$ cat src/rtl/pdseq_pkg.sv
package pdseq_pkg;

    // Register map geometry
    localparam int MAP_AW = 12;

    localparam logic [3:0] PAGE_GLOBAL = 4'h0;
    localparam logic [3:0] PAGE_CTRL   = 4'h1;
    localparam logic [3:0] PAGE_STAT   = 4'h2;

    localparam logic [7:0] OFF_CMD  = 8'h00;
    localparam logic [7:0] OFF_BUSY = 8'h04;
    localparam logic [7:0] OFF_PEND = 8'h08;

    localparam int STATE_W = 2;
    localparam logic [STATE_W-1:0] PWR_OFF = 2'd0;
    localparam logic [STATE_W-1:0] PWR_ON  = 2'd1;

    // Per-domain sequencer states
    typedef enum logic [1:0] {
        PD_IDLE      = 2'd0,
        PD_WAIT_SW   = 2'd1,
        PD_WAIT_GOOD = 2'd2,
        PD_APPLY     = 2'd3
    } pd_fsm_e;

    // Address windows
    typedef enum logic [1:0] {
        WIN_NONE   = 2'd0,
        WIN_GLOBAL = 2'd1,
        WIN_CTRL   = 2'd2,
        WIN_STAT   = 2'd3
    } win_e;

    // Control word: bit 1 power-good, bit 0 power-up target
    typedef struct packed {
        logic pwr_good;
        logic next_on;
    } pd_ctrl_t;

    function automatic win_e page_of(input logic [MAP_AW-1:0] a);
        win_e w;
        case (a[MAP_AW-1:8])
            PAGE_GLOBAL: w = WIN_GLOBAL;
            PAGE_CTRL:   w = WIN_CTRL;
            PAGE_STAT:   w = WIN_STAT;
            default:     w = WIN_NONE;
        endcase
        return w;
    endfunction

    function automatic logic [5:0] slot_of(input logic [MAP_AW-1:0] a);
        return a[7:2];
    endfunction

    function automatic logic word_ok(input logic [MAP_AW-1:0] a);
        return (a[1:0] == 2'b00);
    endfunction

    // Next state of an idle domain when a command arrives
    function automatic pd_fsm_e launch_state(input logic is_on, input logic want_on);
        pd_fsm_e s;
        if (!is_on && want_on) s = PD_WAIT_SW;
        else                   s = PD_APPLY;
        return s;
    endfunction

endpackage

$ cat src/rtl/pdseq_dom.sv
module pdseq_dom
    import pdseq_pkg::*;
#(
    parameter logic ON_AT_RESET = 1'b0
) (
    input  logic     clk,
    input  logic     rst,
    input  logic     start_i,
    input  logic     ctrl_we_i,
    input  pd_ctrl_t ctrl_wdata_i,
    input  logic     sw_ack_i,
    output pd_ctrl_t ctrl_o,
    output logic     busy_o,
    output logic     pend_o,
    output logic     on_o,
    output logic     sw_req_o,
    output logic     apply_o
);

    pd_fsm_e  fsm_q;
    pd_fsm_e  fsm_d;
    pd_ctrl_t ctrl_q;
    logic     on_q;
    logic     tgt_q;

    // Sequencer next-state
    always_comb begin
        fsm_d = fsm_q;
        unique case (fsm_q)
            PD_IDLE:      if (start_i)        fsm_d = launch_state(on_q, ctrl_q.next_on);
            PD_WAIT_SW:   if (sw_ack_i)       fsm_d = PD_WAIT_GOOD;
            PD_WAIT_GOOD: if (ctrl_q.pwr_good) fsm_d = PD_APPLY;
            PD_APPLY:                          fsm_d = PD_IDLE;
            default:                           fsm_d = PD_IDLE;
        endcase
    end

    always_ff @(posedge clk) begin
        if (rst) begin
            fsm_q  <= PD_IDLE;
            ctrl_q <= '0;
            on_q   <= ON_AT_RESET;
            tgt_q  <= ON_AT_RESET;
        end else begin
            fsm_q <= fsm_d;
            if (fsm_q == PD_IDLE && start_i) begin
                tgt_q <= ctrl_q.next_on;
            end
            if (ctrl_we_i) begin
                ctrl_q <= ctrl_wdata_i;
            end
            if (fsm_q == PD_APPLY) begin
                on_q            <= tgt_q;
                ctrl_q.pwr_good <= 1'b0;   // completion clears power-good
            end
        end
    end

    assign ctrl_o   = ctrl_q;
    assign busy_o   = (fsm_q != PD_IDLE);
    assign pend_o   = (fsm_q == PD_WAIT_GOOD);
    assign apply_o  = (fsm_q == PD_APPLY);
    assign on_o     = on_q;
    // Switch stays closed while powered and through any power-up sequence
    assign sw_req_o = on_q || (busy_o && tgt_q);

    AST_START_BUSY: assert property (@(posedge clk) disable iff (rst)
        (start_i && !busy_o) |=> busy_o);
    AST_PEND_AFTER_ACK: assert property (@(posedge clk) disable iff (rst)
        $rose(pend_o) |-> $past(sw_ack_i));
    AST_PEND_HOLD: assert property (@(posedge clk) disable iff (rst)
        (pend_o && !ctrl_o.pwr_good) |=> pend_o);
    AST_APPLY_PULSE: assert property (@(posedge clk) disable iff (rst)
        apply_o |=> !apply_o);
    AST_GOOD_CLEARED: assert property (@(posedge clk) disable iff (rst)
        apply_o |=> !ctrl_o.pwr_good);
    AST_NO_RESTART: assert property (@(posedge clk) disable iff (rst)
        apply_o |=> !busy_o);
    AST_POWER_DOWN: assert property (@(posedge clk) disable iff (rst)
        (apply_o && !sw_req_o) |=> !on_o);

endmodule

$ cat src/rtl/pdseq_regif.sv
module pdseq_regif
    import pdseq_pkg::*;
#(
    parameter int NDOM   = 8,
    parameter int DATA_W = 32
) (
    input  logic                  clk,
    input  logic                  rst,
    input  logic                  wr_en,
    input  logic [MAP_AW-1:0]     wr_addr,
    input  logic [DATA_W-1:0]     wr_data,
    input  logic [MAP_AW-1:0]     rd_addr,
    input  pd_ctrl_t [NDOM-1:0]   ctrl_i,
    input  logic [NDOM-1:0]       busy_i,
    input  logic [NDOM-1:0]       pend_i,
    input  logic [NDOM-1:0]       on_i,
    output logic [NDOM-1:0]       cmd_start_o,
    output logic [NDOM-1:0]       ctrl_we_o,
    output pd_ctrl_t              ctrl_wdata_o,
    output logic [DATA_W-1:0]     rd_data
);

    localparam int CTRL_W = $bits(pd_ctrl_t);

    logic unused_wr_bits;
    assign unused_wr_bits = ^wr_data[DATA_W-1:NDOM];

    logic wr_global;
    logic wr_ctrl;
    assign wr_global = wr_en && word_ok(wr_addr) && (page_of(wr_addr) == WIN_GLOBAL);
    assign wr_ctrl   = wr_en && word_ok(wr_addr) && (page_of(wr_addr) == WIN_CTRL);

    assign cmd_start_o  = (wr_global && wr_addr[7:0] == OFF_CMD) ? wr_data[NDOM-1:0] : '0;
    assign ctrl_wdata_o = pd_ctrl_t'(wr_data[CTRL_W-1:0]);

    always_comb begin
        ctrl_we_o = '0;
        for (int n = 0; n < NDOM; n++) begin
            if (wr_ctrl && int'(slot_of(wr_addr)) == n) ctrl_we_o[n] = 1'b1;
        end
    end

    // Read mux
    always_comb begin
        rd_data = '0;
        if (word_ok(rd_addr)) begin
            case (page_of(rd_addr))
                WIN_GLOBAL: begin
                    case (rd_addr[7:0])
                        OFF_BUSY: rd_data[NDOM-1:0] = busy_i;
                        OFF_PEND: rd_data[NDOM-1:0] = pend_i;
                        default:  rd_data = '0;
                    endcase
                end
                WIN_CTRL: begin
                    for (int n = 0; n < NDOM; n++) begin
                        if (int'(slot_of(rd_addr)) == n) rd_data[CTRL_W-1:0] = ctrl_i[n];
                    end
                end
                WIN_STAT: begin
                    for (int n = 0; n < NDOM; n++) begin
                        if (int'(slot_of(rd_addr)) == n)
                            rd_data[STATE_W-1:0] = on_i[n] ? PWR_ON : PWR_OFF;
                    end
                end
                default: rd_data = '0;
            endcase
        end
    end

    AST_CTRL_WE_SINGLE: assert property (@(posedge clk) disable iff (rst)
        $onehot0(ctrl_we_o));
    AST_CMD_NEEDS_WRITE: assert property (@(posedge clk) disable iff (rst)
        (|cmd_start_o) |-> (wr_en && !wr_ctrl));

endmodule

$ cat src/rtl/pdom_seq.sv
module pdom_seq
    import pdseq_pkg::*;
#(
    parameter int              NDOM        = 8,
    parameter int              DATA_W      = 32,
    parameter logic [NDOM-1:0] ON_AT_RESET = 1
) (
    input  logic              clk,
    input  logic              rst,
    input  logic              wr_en,
    input  logic [11:0]       wr_addr,
    input  logic [DATA_W-1:0] wr_data,
    input  logic [11:0]       rd_addr,
    output logic [DATA_W-1:0] rd_data,
    input  logic [NDOM-1:0]   sw_ack,
    output logic [NDOM-1:0]   sw_req,
    output logic [NDOM-1:0]   mod_apply
);

    pd_ctrl_t [NDOM-1:0] ctrl_v;
    pd_ctrl_t            ctrl_wdata;
    logic [NDOM-1:0]     cmd_start;
    logic [NDOM-1:0]     ctrl_we;
    logic [NDOM-1:0]     busy_v;
    logic [NDOM-1:0]     pend_v;
    logic [NDOM-1:0]     on_v;

    pdseq_regif #(
        .NDOM   (NDOM),
        .DATA_W (DATA_W)
    ) u_regif (
        .clk          (clk),
        .rst          (rst),
        .wr_en        (wr_en),
        .wr_addr      (wr_addr),
        .wr_data      (wr_data),
        .rd_addr      (rd_addr),
        .ctrl_i       (ctrl_v),
        .busy_i       (busy_v),
        .pend_i       (pend_v),
        .on_i         (on_v),
        .cmd_start_o  (cmd_start),
        .ctrl_we_o    (ctrl_we),
        .ctrl_wdata_o (ctrl_wdata),
        .rd_data      (rd_data)
    );

    for (genvar g = 0; g < NDOM; g++) begin : g_dom
        pdseq_dom #(
            .ON_AT_RESET (ON_AT_RESET[g])
        ) u_dom (
            .clk          (clk),
            .rst          (rst),
            .start_i      (cmd_start[g]),
            .ctrl_we_i    (ctrl_we[g]),
            .ctrl_wdata_i (ctrl_wdata),
            .sw_ack_i     (sw_ack[g]),
            .ctrl_o       (ctrl_v[g]),
            .busy_o       (busy_v[g]),
            .pend_o       (pend_v[g]),
            .on_o         (on_v[g]),
            .sw_req_o     (sw_req[g]),
            .apply_o      (mod_apply[g])
        );
    end

    AST_PEND_IMPLIES_REQ: assert property (@(posedge clk) disable iff (rst)
        ((pend_v & ~sw_req) == '0));
    AST_IDLE_NO_PEND: assert property (@(posedge clk) disable iff (rst)
        $fell(busy_v[0]) |-> !pend_v[0]);

endmodule

$ cat config.mk
export PLATFORM = sky130hd
export DESIGN_NAME = pdom_seq
export DESIGN_NICKNAME = d
export VERILOG_FILES = /design/src/rtl/pdseq_pkg.sv /design/src/rtl/pdseq_dom.sv /design/src/rtl/pdseq_regif.sv /design/src/rtl/pdom_seq.sv
export SDC_FILE = /design/constraint.sdc
export NUM_CORES = 1
export LEC_CHECK = 0
export ABC_AREA = 0
export BUFFER_PORTS_ARGS = -buffer_cell sky130_fd_sc_hd__buf_2
export CORE_ASPECT_RATIO = 0.9
export CORE_MARGIN = 2
export CORE_UTILIZATION = 57
export CTS_BUF_LIST = sky130_fd_sc_hd__clkbuf_4 sky130_fd_sc_hd__clkbuf_8
export CTS_CLUSTER_SIZE = 12
export DETAILED_ROUTE_END_ITERATION = 12
export PLACE_DENSITY = 0.89
export SYNTH_ARGS = -nofsm -noshare
export SYNTH_HDL_FRONTEND = slang
export SYNTH_SLANG_ARGS = --single-unit
$ cat constraint.sdc
create_clock -name clk -period 4.18 [get_ports clk]
set_input_delay 0.418 -clock clk [delete_from_list [all_inputs] [get_ports clk]]
set_output_delay 0.418 -clock clk [all_outputs]
set_load 0.03 [all_outputs]
# After elaboration in Yosys (flattened, before gate mapping)
# Index checks and enable logic that the tools add are counted.
# word_totals
inputBits	67
word_cells	284
output_inout_bits	48
regBits	48
# op_classes
reduce_logical	91
eq_ne	73
n_mux	80
# ops
op	n
two-way mux 2 bit	49
case mux 2 bit (4 select lines)	8
== test 6 x 4 -> 1 bit (second input constant)	8
!= test 2 bit (second input constant)	24
== test 2 bit (second input constant)	19
logical AND 1 bit	36
two-way mux 32 bit	1
== test 6 x 3 -> 1 bit (second input constant)	4
AND reduction 3 bit	8
== test 2 x 1 -> 1 bit (second input constant)	10
logical NOT 2 bit	10
case mux 2 bit (3 select lines)	3
two-way mux 1 bit	16
case mux 8 bit (2 select lines)	1
nonzero test 2 bit	8
OR reduction 2 bit	8
== test 6 x 2 -> 1 bit (second input constant)	2
logical NOT 6 bit	2
== test 4 x 1 -> 1 bit (second input constant)	2
== test 4 x 2 -> 1 bit (second input constant)	2
== test 8 x 3 -> 1 bit (second input constant)	1
== test 8 x 4 -> 1 bit (second input constant)	1
logical NOT 1 bit	8
logical NOT 4 bit	2
4 further kinds	11

# Logic depth before layout (Yosys ltp)
# logic_depth
depth_word	11
depth_mapped	7
depth_no_buf	6

# Hierarchy
# Synthesis repeated with hierarchy kept, for this count alone.
# unflattened
hier_cells	401
hier_area_um2	3455.8
# by_module_without_submodules
mod	area_per_inst_um2	cells_per_inst	instances
pdseq_dom at g_dom[1].u_dom ...	337.8	37	7
pdseq_regif	754.5	104	1
pdseq_dom at g_dom[0].u_dom	336.6	38	1

# Least setup slack after synthesis
# Ideal clock, no wire load.
# synth_timing
kind	input to output
start	input port rd_addr[1]
end	output port rd_data[0]
path_stages	4
arrival_ns	2.663
t_required_ns	3.762
slack_ns	1.099
path_cell_list	or4_1 or3_1 clkbuf_1 o311ai_0
# synth_via
elab_chain_len	4
# synth_lines
element	line_no	text
start, declared	pdom_seq.sv:13	input logic [11:0] rd_addr,
== test 8 x 4 -> 1 bit or == test 8 x 3 -> 1 bit (tied branches)	pdseq_regif.sv:49	case (rd_addr[7:0])
case mux 8 bit (2 select lines)	pdseq_regif.sv:49	
case mux 2 bit (3 select lines)	pdseq_regif.sv:47	case (page_of(rd_addr))
two-way mux 32 bit *	pdseq_regif.sv:46	if (word_ok(rd_addr)) begin
end, declared	pdom_seq.sv:14	output logic [DATA_W-1:0] rd_data,
# Mark *: on every way between the ends. The rest lies on a longest branch, timed or not.

# Final worst setup path
# layout_timing
start	input port rd_addr[4]
end	output port rd_data[3]
# layout_via
elab_chain_len	4
# layout_lines
element	line_no
== test 8 x 4 -> 1 bit or == test 8 x 3 -> 1 bit (tied branches)	pdseq_regif.sv:49
case mux 8 bit (2 select lines) *	pdseq_regif.sv:49
two-way mux 6 bit *	pdseq_regif.sv:47
two-way mux 32 bit *	pdseq_regif.sv:46
# Marks and branches as above.

==> results.yml <==
setup_path:
  crit_end: "rd_data[3]"
  crit_buf_inv: 2
  critPathLaunchType: "input port"
  r2r_cells: 6
  reg2reg_setup_slack_ns: 2.62
  crit_path_top_delay_cell: "or3b_2"
  crit_path_end_kind: "primary output"
  required_ns: 3.76
  path_max_fanout: 6
  cp.arrival_ns: 2.57
  critical-path-top-delay-family: "simple AND/OR/NAND/NOR gates"
  critical_path_depth: 7
  cpPeakStageDelay_ns: 0.59
  path_class: "input port to primary output"
  cp_common_cell: "buf_2"
  r2r_end: "g_dom[5].u_dom.fsm_q[1]$_SDFFE_PP0P_"
  cp-startpoint: "rd_addr[4]"
  cp_cell_sequence: "buf_2, or4_4, or3_1, or3b_2, a2bb2oi_1, nor2_1, buf_2"
  r2r-start: "g_dom[5].u_dom.fsm_q[0]$_SDFFE_PP0P_"
detailed_routing:
  vias: 2998
  avgViaCountPerCell: 5.70
  drt_first_pass_iters: 9
  routedWlPerCell_um: 14.7
  drc: 9
  first_iter_violations: 228
  totalWireLength_um: 7720
  antenna_left: 0
yosys:
  synth_cells: 412
  ys.flop_type: "dfxtp_1"
  ys.warnings.count: 0
  syn_area_um2: 3440
  ys_ff_latch: 48
  synth_edf_count: 0
  yosysUniqueCellTypes: 37
  syn_avg_cell_area_um2: 8.34
  ys_seq_area_frac: 0.280
  synthArstFlopShare: 0
clock_network:
  insertion_delay_ns: 0.31
  clk_pin_slew_ns: 0.08
  max-clock-path-buffers: 2
  cts_buffers: 5
  clockRootBuffer: "clkbuf_8"
  ctsResizeCount: 0
  cts_max_level: 2
  postCtsHoldBufs: 0
  cts_tree: "yes"
  cts_sinks: 48
  post_cts_buffers: 0
timing:
  slew_violations: 0
  max_clock_freq_mhz: 335
  fin_crit_sh: 0.715
  rsz0062_at_grt: "no"
  hold_viol_final: 0
  tightest_slew_ns: 0.960
  fin_skew_ns: 0.00383
  fin_crit_ns: 2.99
  finalSetupViolCount: 0
  finalSetupTns_ns: 0
  timing.slew.headroom: 0.355
cells_and_area:
  drive_gt1_frac: 0.206
  nets: 554
  multi_input_area_um2: 2000
  stdcell_count: 526
  mostFrequentLayoutCell: "buf_2"
  final_util: 0.640
  antennaDiodeCount: 0
  ff_latch_area_um2: 961
  layout-area-overhead-vs-synth_pct: 7.32
  final_cell_mix: "66 x buf_2, 55 x inv_1, 48 x dfxtp_1"
  fillCellCount: 496
floorplanning:
  core_um2: 5760
  die_area_um2: 6670
  rows: 26
  die_height_um: 77.7
  die_w_um: 85.8
  start_util: 0.597
  ioPinCount: 115
power:
  p_sw_frac: 0.394
  seqPwrFrac: 0.355
  internal-power_w: 0.00101
  ir_drop_v: 0.000300
  power.density_nw_per_um2: 454
  pwr-share-comb: 0.461
  p_clk_frac: 0.184
  p_sw_w: 0.000659
  p_leak_nw: 1.70
  power_w: 0.00167
status:
  outcome: "finished, violations left"
  violations: "DRC"
global_routing:
  grt_max_degree: 38
  grt_pass1_wl_um: 12800
  grt_pass1_vias: 2751
  grt_overflow_total: 0
  grt_antenna_before_repair: 0
  grt_usage: 0.237
place:
  hpwl_um: 5890
  dp_cells: 518
  port_buffers: 66
  place_congestion: 0.876
job:
  cap_violations: 0
min_path:
  hp-class: "input port to flop"
==> power by group through the flow <==
stage	logic [W]	clock network (W)	registers, W
finish	0.000772	0.000308	0.000593
global route	0.000871	0.000327	0.000606
CTS	0.000770	0.000310	0.000593
detailed placement	0.000768	0	0.000603
global placement	0.000720	0	0.000597
floorplan	0.000641	0	0.000589
==> cells in the mapped netlist, drive strengths merged, types with 11 or more instances <==
master / n / share of area
o21ai: 14 / 0.020
nand2: 17 / 0.019
nor2: 41 / 0.045
dfxtp: 48 / 0.28
mux2i: 28 / 0.082
nand3: 16 / 0.023
clkbuf: 12 / 0.013
ha: 32 / 0.12
nor3: 11 / 0.016
inv: 55 / 0.060
o22ai: 11 / 0.020
buf: 41 / 0.089
==> metrics by stage <==
step	worst slack [ns]	hold slack, ns	cell area (um^2)
final	1.19	0.432	3690
after global routing	1.07	0.460	3690
after CTS	1.18	0.424	3690
after detailed placement	1.19	0.494	3590
after global placement	1.21	0.478	3590
after floorplan	1.10	0.458	3520
==> worst register-to-register path: cells and delay by family, from the launching register on <==
kind / cells / cell delay (ns)
adder cells (fa/ha/maj): 1 / 0.23
multiplexers: 1 / 0.36
AO/OA/AOI/OAI: 2 / 0.32
buffers and inverters: 2 / 0.15
flip-flops: 1 / 0.39
==> cells by family (layout without fill, tap and decap cells) <==
family          after synthesis  after routing  share of synthesized area
flops                        48             48                      0.280
fa+ha+maj                    32             32                      0.117
mux                          39             39                      0.127
buf+inv                     108            129                      0.162
simple gates                115            115                      0.172
compound gates               69             69                      0.142
other cells                   1             24                    0.00109
==> area by class of cell <==
type / count / area share
multi-input cells: 279 / 0.544
clock buffers: 8 / 0.0265
repair buffers: 66 / 0.0896
inverters: 55 / 0.0560
flip-flops and latches: 48 / 0.261
well taps: 70 / 0.0238
==> registers in the layout, indices dropped and copies added, names as in the netlist <==
register            cells
g_dom.u_dom.ctrl_o     16
g_dom.u_dom.fsm_q      16
g_dom.u_dom.on_o        8
g_dom.u_dom.tgt_q       8
==> metal layers <==
layer	vias up	GRT usage	wire (um)
li1	1440	-	-
met1	1409	0.324	3460
met2	137	0.385	3540
met3	12	0.0511	607
met4	0	0.0492	119
met5	-	0	0
==> worst min-delay path by stage <==
stage	from	to	slack (ns)	cells past startpoint
5_1_grt	wr_data[7]	g_dom[7].u_dom.tgt_q$_SDFFE_PP0P_	0.46	3
3_5_place_dp	g_dom[0].u_dom.tgt_q$_SDFFE_PP1P_	g_dom[0].u_dom.tgt_q$_SDFFE_PP1P_	0.49	2
4_1_cts	wr_data[7]	g_dom[7].u_dom.tgt_q$_SDFFE_PP0P_	0.42	3
3_3_place_gp	g_dom[7].u_dom.tgt_q$_SDFFE_PP0P_	g_dom[7].u_dom.tgt_q$_SDFFE_PP0P_	0.48	2
6_report	wr_data[7]	g_dom[7].u_dom.tgt_q$_SDFFE_PP0P_	0.43	3
2_1_floorplan	g_dom[0].u_dom.ctrl_o[0]$_SDFFE_PP0P_	g_dom[0].u_dom.ctrl_o[0]$_SDFFE_PP0P_	0.46	2
(Power assumes the default switching activity.)
